### src/rtl/clksrc_pkg.sv
package clksrc_pkg;
   localparam int REG_W        = 32;
   localparam int SEL_W        = 4;
   localparam int CTL_EN_BIT   = 4;
   localparam int CTL_BUSY_BIT = 5;
   localparam int INT_LSB      = 12;
   localparam int FRAC_SLOT    = 12;

   typedef enum logic {
      ADDR_CTRL = 1'b0,
      ADDR_DIV  = 1'b1
   } reg_addr_e;

   typedef struct packed {
      logic             en;
      logic [SEL_W-1:0] sel;
   } ctrl_t;
endpackage

### src/rtl/clksrc_regs.sv
module clksrc_regs
   import clksrc_pkg::*;
(
   input  logic             clk,
   input  logic             rst_n,
   input  logic             wr_en,
   input  logic             wr_addr,
   input  logic [REG_W-1:0] wr_data,
   output ctrl_t            ctrl,
   output logic [REG_W-1:0] div_word,
   output logic             clr,
   output logic [REG_W-1:0] ctrl_rd
);
   ctrl_t ctrl_q;
   logic [REG_W-1:0] div_q;

   always_ff @(posedge clk or negedge rst_n) begin
      if (!rst_n) begin
         ctrl_q <= '0;
         div_q  <= '0;
      end else if (wr_en) begin
         if (wr_addr == ADDR_CTRL) begin
            ctrl_q.sel <= wr_data[SEL_W-1:0];
            ctrl_q.en  <= wr_data[CTL_EN_BIT];
         end else begin
            div_q <= wr_data;
         end
      end
   end

   always_comb begin
      ctrl_rd                  = '0;
      ctrl_rd[SEL_W-1:0]       = ctrl_q.sel;
      ctrl_rd[CTL_EN_BIT]      = ctrl_q.en;
      ctrl_rd[CTL_BUSY_BIT]    = ctrl_q.en;
   end

   assign ctrl     = ctrl_q;
   assign div_word = div_q;
   assign clr      = wr_en;

   // busy flag follows the enable bit last written
   a_r3_busy_follows_write: assert property (@(posedge clk) disable iff (!rst_n)
      $past(wr_en && (wr_addr == ADDR_CTRL)) |-> (ctrl_rd[CTL_BUSY_BIT] == $past(wr_data[CTL_EN_BIT])));
endmodule

### src/rtl/clksrc_pick.sv
module clksrc_pick
   import clksrc_pkg::*;
#(
   parameter int NUM_SRC = 10
) (
   input  logic [SEL_W-1:0]   sel,
   input  logic [NUM_SRC-1:0] src_tick,
   output logic               tick
);
   localparam int SEL_SPACE = 1 << SEL_W;

   if (NUM_SRC < 1 || NUM_SRC > SEL_SPACE) begin : g_bad_num_src
      $error("clksrc_pick: NUM_SRC must be 1..%0d", SEL_SPACE);
   end

   always_comb begin
      tick = 1'b0;
      for (int i = 0; i < NUM_SRC; i++) begin
         if (sel == SEL_W'(i)) tick = src_tick[i];
      end
   end
endmodule

### src/rtl/clksrc_divider.sv
module clksrc_divider
   import clksrc_pkg::*;
#(
   parameter int INT_W  = 4,
   parameter int FRAC_W = 4,
   localparam int DIV_W  = INT_W + FRAC_W,
   localparam int PORT_W = (DIV_W == 0) ? 1 : DIV_W
) (
   input  logic              clk,
   input  logic              rst_n,
   input  logic              en,
   input  logic              clr,
   input  logic              tick,
   input  logic [PORT_W-1:0] div_eff,
   output logic              pulse
);
   if (FRAC_W < 0 || FRAC_W > FRAC_SLOT) begin : g_bad_frac
      $error("clksrc_divider: FRAC_W must be 0..%0d", FRAC_SLOT);
   end
   if (INT_W < 0 || INT_LSB + INT_W > REG_W) begin : g_bad_int
      $error("clksrc_divider: INT_W must be 0..%0d", REG_W - INT_LSB);
   end

   logic pulse_q;
   assign pulse = pulse_q;

   if (DIV_W == 0) begin : g_bypass
      always_ff @(posedge clk or negedge rst_n) begin
         if (!rst_n) pulse_q <= 1'b0;
         else        pulse_q <= en && tick && !clr;
      end

      // pass-through pulse only follows an accepted tick
      a_r12_bypass_follows_tick: assert property (@(posedge clk) disable iff (!rst_n)
         pulse_q |-> $past(tick && en && !clr));
   end else begin : g_accum
      localparam int ACC_W = DIV_W + 1;
      localparam logic [ACC_W-1:0] ONE = ACC_W'(1) << FRAC_W;

      logic [ACC_W-1:0] acc_q;
      logic [ACC_W-1:0] div_x;
      logic [ACC_W-1:0] sum;
      logic             div_zero;
      logic             div_small;

      always_comb begin
         div_x     = {1'b0, div_eff};
         sum       = acc_q + ONE;
         div_zero  = (div_eff == '0);
         div_small = (div_x < ONE);
      end

      always_ff @(posedge clk or negedge rst_n) begin
         if (!rst_n) begin
            acc_q   <= '0;
            pulse_q <= 1'b0;
         end else if (clr || !en || div_zero) begin
            acc_q   <= '0;
            pulse_q <= 1'b0;
         end else if (tick) begin
            if (div_small) begin
               acc_q   <= '0;
               pulse_q <= 1'b1;
            end else if (sum >= div_x) begin
               acc_q   <= sum - div_x;
               pulse_q <= 1'b1;
            end else begin
               acc_q   <= sum;
               pulse_q <= 1'b0;
            end
         end else begin
            pulse_q <= 1'b0;
         end
      end

      // phase stays below the divisor
      a_r8_acc_below_div: assert property (@(posedge clk) disable iff (!rst_n)
         (!div_zero) |-> ((acc_q < div_x) || (acc_q == '0)));
      // zero divisor silences the output
      a_r7_zero_div_silent: assert property (@(posedge clk) disable iff (!rst_n)
         div_zero |=> !pulse_q);
      // a pulse always comes from an accepted selected tick
      a_r10_pulse_needs_tick: assert property (@(posedge clk) disable iff (!rst_n)
         pulse_q |-> $past(tick && en));
      // a write empties the accumulator and drops any tick
      a_r11_write_clears: assert property (@(posedge clk) disable iff (!rst_n)
         clr |=> ((acc_q == '0) && !pulse_q));
   end
endmodule

### src/rtl/clksrc_fracdiv.sv
module clksrc_fracdiv
   import clksrc_pkg::*;
#(
   parameter int NUM_SRC = 10,
   parameter int INT_W   = 4,
   parameter int FRAC_W  = 4
) (
   input  logic               clk,
   input  logic               rst_n,
   input  logic               wr_en,
   input  logic               wr_addr,
   input  logic [31:0]        wr_data,
   input  logic [NUM_SRC-1:0] src_tick,
   output logic [31:0]        ctrl_rd,
   output logic [31:0]        div_rd,
   output logic               clk_pulse
);
   localparam int DIV_W  = INT_W + FRAC_W;
   localparam int PORT_W = (DIV_W == 0) ? 1 : DIV_W;

   ctrl_t             ctrl;
   logic [REG_W-1:0]  div_word;
   logic              clr;
   logic              sel_tick;
   logic [PORT_W-1:0] div_eff;

   clksrc_regs u_regs (
      .clk      (clk),
      .rst_n    (rst_n),
      .wr_en    (wr_en),
      .wr_addr  (wr_addr),
      .wr_data  (wr_data),
      .ctrl     (ctrl),
      .div_word (div_word),
      .clr      (clr),
      .ctrl_rd  (ctrl_rd)
   );

   clksrc_pick #(.NUM_SRC(NUM_SRC)) u_pick (
      .sel      (ctrl.sel),
      .src_tick (src_tick),
      .tick     (sel_tick)
   );

   if (DIV_W == 0) begin : g_no_field
      assign div_eff = 1'b0;
   end else begin : g_field
      assign div_eff = div_word[INT_LSB-FRAC_W +: DIV_W];
   end

   clksrc_divider #(.INT_W(INT_W), .FRAC_W(FRAC_W)) u_div (
      .clk     (clk),
      .rst_n   (rst_n),
      .en      (ctrl.en),
      .clr     (clr),
      .tick    (sel_tick),
      .div_eff (div_eff),
      .pulse   (clk_pulse)
   );

   assign div_rd = div_word;

   // disabled output stays silent
   a_r5_disabled_silent: assert property (@(posedge clk) disable iff (!rst_n)
      (!ctrl.en) |=> !clk_pulse);
   // unused source numbers select nothing
   a_r6_bad_sel_silent: assert property (@(posedge clk) disable iff (!rst_n)
      (int'(ctrl.sel) >= NUM_SRC) |=> !clk_pulse);
endmodule

### config.mk
export PLATFORM = sky130hd
export DESIGN_NAME = clksrc_fracdiv
export DESIGN_NICKNAME = d
export VERILOG_FILES = /design/src/rtl/clksrc_pkg.sv /design/src/rtl/clksrc_regs.sv /design/src/rtl/clksrc_pick.sv /design/src/rtl/clksrc_divider.sv /design/src/rtl/clksrc_fracdiv.sv
export SDC_FILE = /design/constraint.sdc
export NUM_CORES = 1
export LEC_CHECK = 0
export ABC_CLOCK_PERIOD_IN_PS = 7000
export BUFFER_PORTS_ARGS = -buffer_cell sky130_fd_sc_hd__clkbuf_2
export CAP_MARGIN = 20
export CORE_ASPECT_RATIO = 0.6
export CORE_MARGIN = 8
export CORE_UTILIZATION = 50
export CTS_CLUSTER_DIAMETER = 50
export CTS_CLUSTER_SIZE = 20
export DETAILED_ROUTE_END_ITERATION = 12
export PLACE_DENSITY = 0.82
export SYNTH_ARGS = -nofsm -noshare
export SYNTH_HDL_FRONTEND = slang
export SYNTH_SLANG_ARGS = --single-unit
### constraint.sdc
create_clock -name clk -period 7 [get_ports clk]
set_input_delay 0.7 -clock clk [delete_from_list [all_inputs] [get_ports clk]]
set_output_delay 0.7 -clock clk [all_outputs]
set_load 0.05 [all_outputs]
==> impl_metrics.yaml <==
timing:
  max_slew.worst_pin.slew_ps: 592
  setup_viol: 0
  hold_viol: 0
  rsz0062_at_grt: "false"
  finalWorstSetupSlack_ps: 4330
  tns_ps: 0
  skew_ps: 10.2
  hold-worst-slack_ps: 472
  fmax_mhz: 375
  relSlewSlack_pct: 60.2
  period_share_pct: 38.1
  drv_slew: 0
  fin_crit_ps: 2670
floorplanning:
  rows: 20
  core_area_um2: 5150
  die-area_um2: 8150
  ioPinCount: 111
  initial_core_util_pct: 52.9
  die_w_um: 111
  fp.dieH_um: 73.2
yosys:
  yosys.area_share.adder_pct: 4.86
  yosys.area_share.simple_pct: 8.17
  synth.area.mux_share_pct: 17.2
  ys_async_sr_fraction_pct: 100
  netlist_area_um2: 2730
  synth_top_family_by_area: "multiplexers"
  synth_xor_area_share_pct: 1.61
  synth_flop_cell: "dfrtp_1"
  synth-edff-count: 0
  seq_area_frac_synth_pct: 43.1
  synth_compound_area_share_pct: 14.0
  netlist_instances: 236
  yosysTopAreaCellShare_pct: 43.1
  synth.most_common_cell: "dfrtp_1"
  yosys_register_bits: 47
  yosys-top-cells-count: "dfrtp_1 (47), mux2_2 (37), buf_4 (28)"
  synth_cell_type_count: 51
  yosys_warnings: 0
  synth.avg_cell_area_um2: 11.6
  ys_top_cells_by_area: "dfrtp_1 (43%), mux2_2 (15%), buf_4 (7.7%)"
  yosysTopAreaCell: "dfrtp_1"
cells_and_area:
  final_area_um2: 3190
  final_cells: 388
  post_route_cells_drive_above_1_share_pct: 44.1
  final_core_util_pct: 61.9
  fill_cells: 434
  area_growth_pct: 17.0
  antenna_cells: 0
  fin_nets: 377
pwr:
  vdd_ir_drop_max_uv: 157
  p_comb_share_pct: 42.0
  intPower_mw: 0.481
  finalPower_mw: 0.860
  p_leak_nw: 1.59
  sequentialPowerShare_pct: 38.6
  cellPowerDensity_nw_per_um2: 270
  switchingPower_mw: 0.380
  switching_share_pct: 44.1
  clockPowerShare_pct: 19.4
run:
  drv_cap: 0
clock_tree:
  postCtsSetupRepairBufs: 0
  clock_latency_ps: 310
  clock-sinks: 47
  cts_buffers: 5
  cts_resized: 0
  cts.path.max_buffers: 2
  cts_hold_buf: 0
  htreeDepth: 2
  ctsRootBufferMaster: "clkbuf_8"
  cts_tree: "yes"
  clk_pin_slew_ps: 100
outcome:
  status: "completed"
placed_design:
  finalWeightedCongestion: 0.916
  port_buffers: 84
  place_ws_ps: 4440
  dp_cells: 380
  dpl_cell_area_um2: 3100
  hpwl_um: 5500
drt:
  dr_wl_met2_um: 3290
  wirelength_um: 6820
  highest_layer: "met4"
  dr.pass1.iters: 4
  drc_errors: 0
  met3WireLength_um: 638
  drt-initial-drc-count: 158
  ant_nets: 0
  vias: 2127
  wl_met1_um: 2770
  viasPerCell: 5.48
  wl_per_cell_um: 17.6
grt:
  grt_pass1_wl_um: 11100
  antenna_found_initial: 0
  grt_usage_pct: 17.0
  grt-ovfl-total: 0
  first_global_vias: 2145
  grt_max_degree: 48
worst_setup_path:
  cp_data_required_time_ps: 7210
  cp.arrival_ps: 2880
  worst-path-max-fanout: 7
  crit_type: "reg2reg"
  rrSetupSlack_ps: 4330
  crit_path_start_kind: "register"
  worstReg2RegStart: "u_div.g_accum.acc_q[4]"
  end_kind: "register"
  rr_worst_depth: 9
  r2r-end: "u_div.g_accum.acc_q[4]"
min_path:
  hp-class: "in2async"
[sequential cells by signal (all words and copies together) (netlist names)]
name / cells
u_regs.div_word: 32
u_div.g_accum.acc_q: 9
u_div.pulse: 1
u_regs.ctrl: 5
[logic make-up (layout without fill, tap and decap cells)]
kind of cell | count (synthesis) | count (layout)
compound gates | 46 | 46
xor+xnor | 5 | 5
buf+inv | 49 | 110
mux | 41 | 41
flops | 47 | 47
fa+ha+maj | 10 | 10
simple gates | 37 | 37
other cells | 1 | 26
[layout make-up]
class	count	area [µm²]	share of cell area (%)
Clock buffer	5	68.8	2.16
Timing Repair Buffer	86	435	13.7
Sequential cell	47	1180	36.9
Clock inverter	3	18.8	0.588
Tap cell	66	82.6	2.59
Multi-Input combinational cell	165	1350	42.3
Inverter	16	60.1	1.88
[power groups by stage]
stage | Combinational, mW | Clock (mW) | Sequential [mW]
detailed placement | 0.361 | 0 | 0.337
global route | 0.384 | 0.182 | 0.338
floorplan | 0.182 | 0 | 0.442
global placement | 0.355 | 0 | 0.334
finish | 0.361 | 0.167 | 0.332
CTS | 0.362 | 0.171 | 0.332
[worst max-delay path, cell delays in order, from the launching register on]
cell and delay [ps]:
dfrtp_1 460, ha_1 250, nor2b_1 140, nand2b_1 150
ha_1 360, nand4_1 150, nor2_1 70, nor3_1 460
nand2_1 220, o311ai_1 310
[cells in the final DEF, fill, tap and decap left out, drive strengths merged, types with 2 or more instances in the layout]
cell type and n:
clkbuf 89, dfrtp 47, mux2 37, conb 26
inv 17, ha 9, o21ai 9, nor2 7
nor2b 5, xnor2 5, nand3 4, a32oi 4
nand2 4, a21oi 4, nor3 4, o211ai 4
a32o 4, nand4 3, mux2i 3, o31ai 3
nand2b 3, o21a 2, o31a 2, nor4 2
a211oi 2, a21o 2, o2bb2ai 2, clkinv 2
buf 2, or4 2
[worst max path at each step]
stage | startpoint | to | cells after the start
after floorplan | u_regs.div_word[9] | u_div.g_accum.acc_q[1] | 7
after global placement | u_div.g_accum.acc_q[4] | u_div.g_accum.acc_q[3] | 9
after detailed placement | u_div.g_accum.acc_q[4] | u_div.g_accum.acc_q[3] | 9
after CTS | u_div.g_accum.acc_q[4] | u_div.g_accum.acc_q[3] | 9
after global routing | u_div.g_accum.acc_q[4] | u_div.g_accum.acc_q[3] | 9
final | u_div.g_accum.acc_q[4] | u_div.g_accum.acc_q[4] | 9
[layer usage]
layer | up-vias | GRT usage [%]
li1 | 987 | -
met1 | 1028 | 19.7
met2 | 101 | 28.5
met3 | 11 | 5.99
met4 | 0 | 6.31
met5 | - | 0
Power figures use the tool's default switching activity.
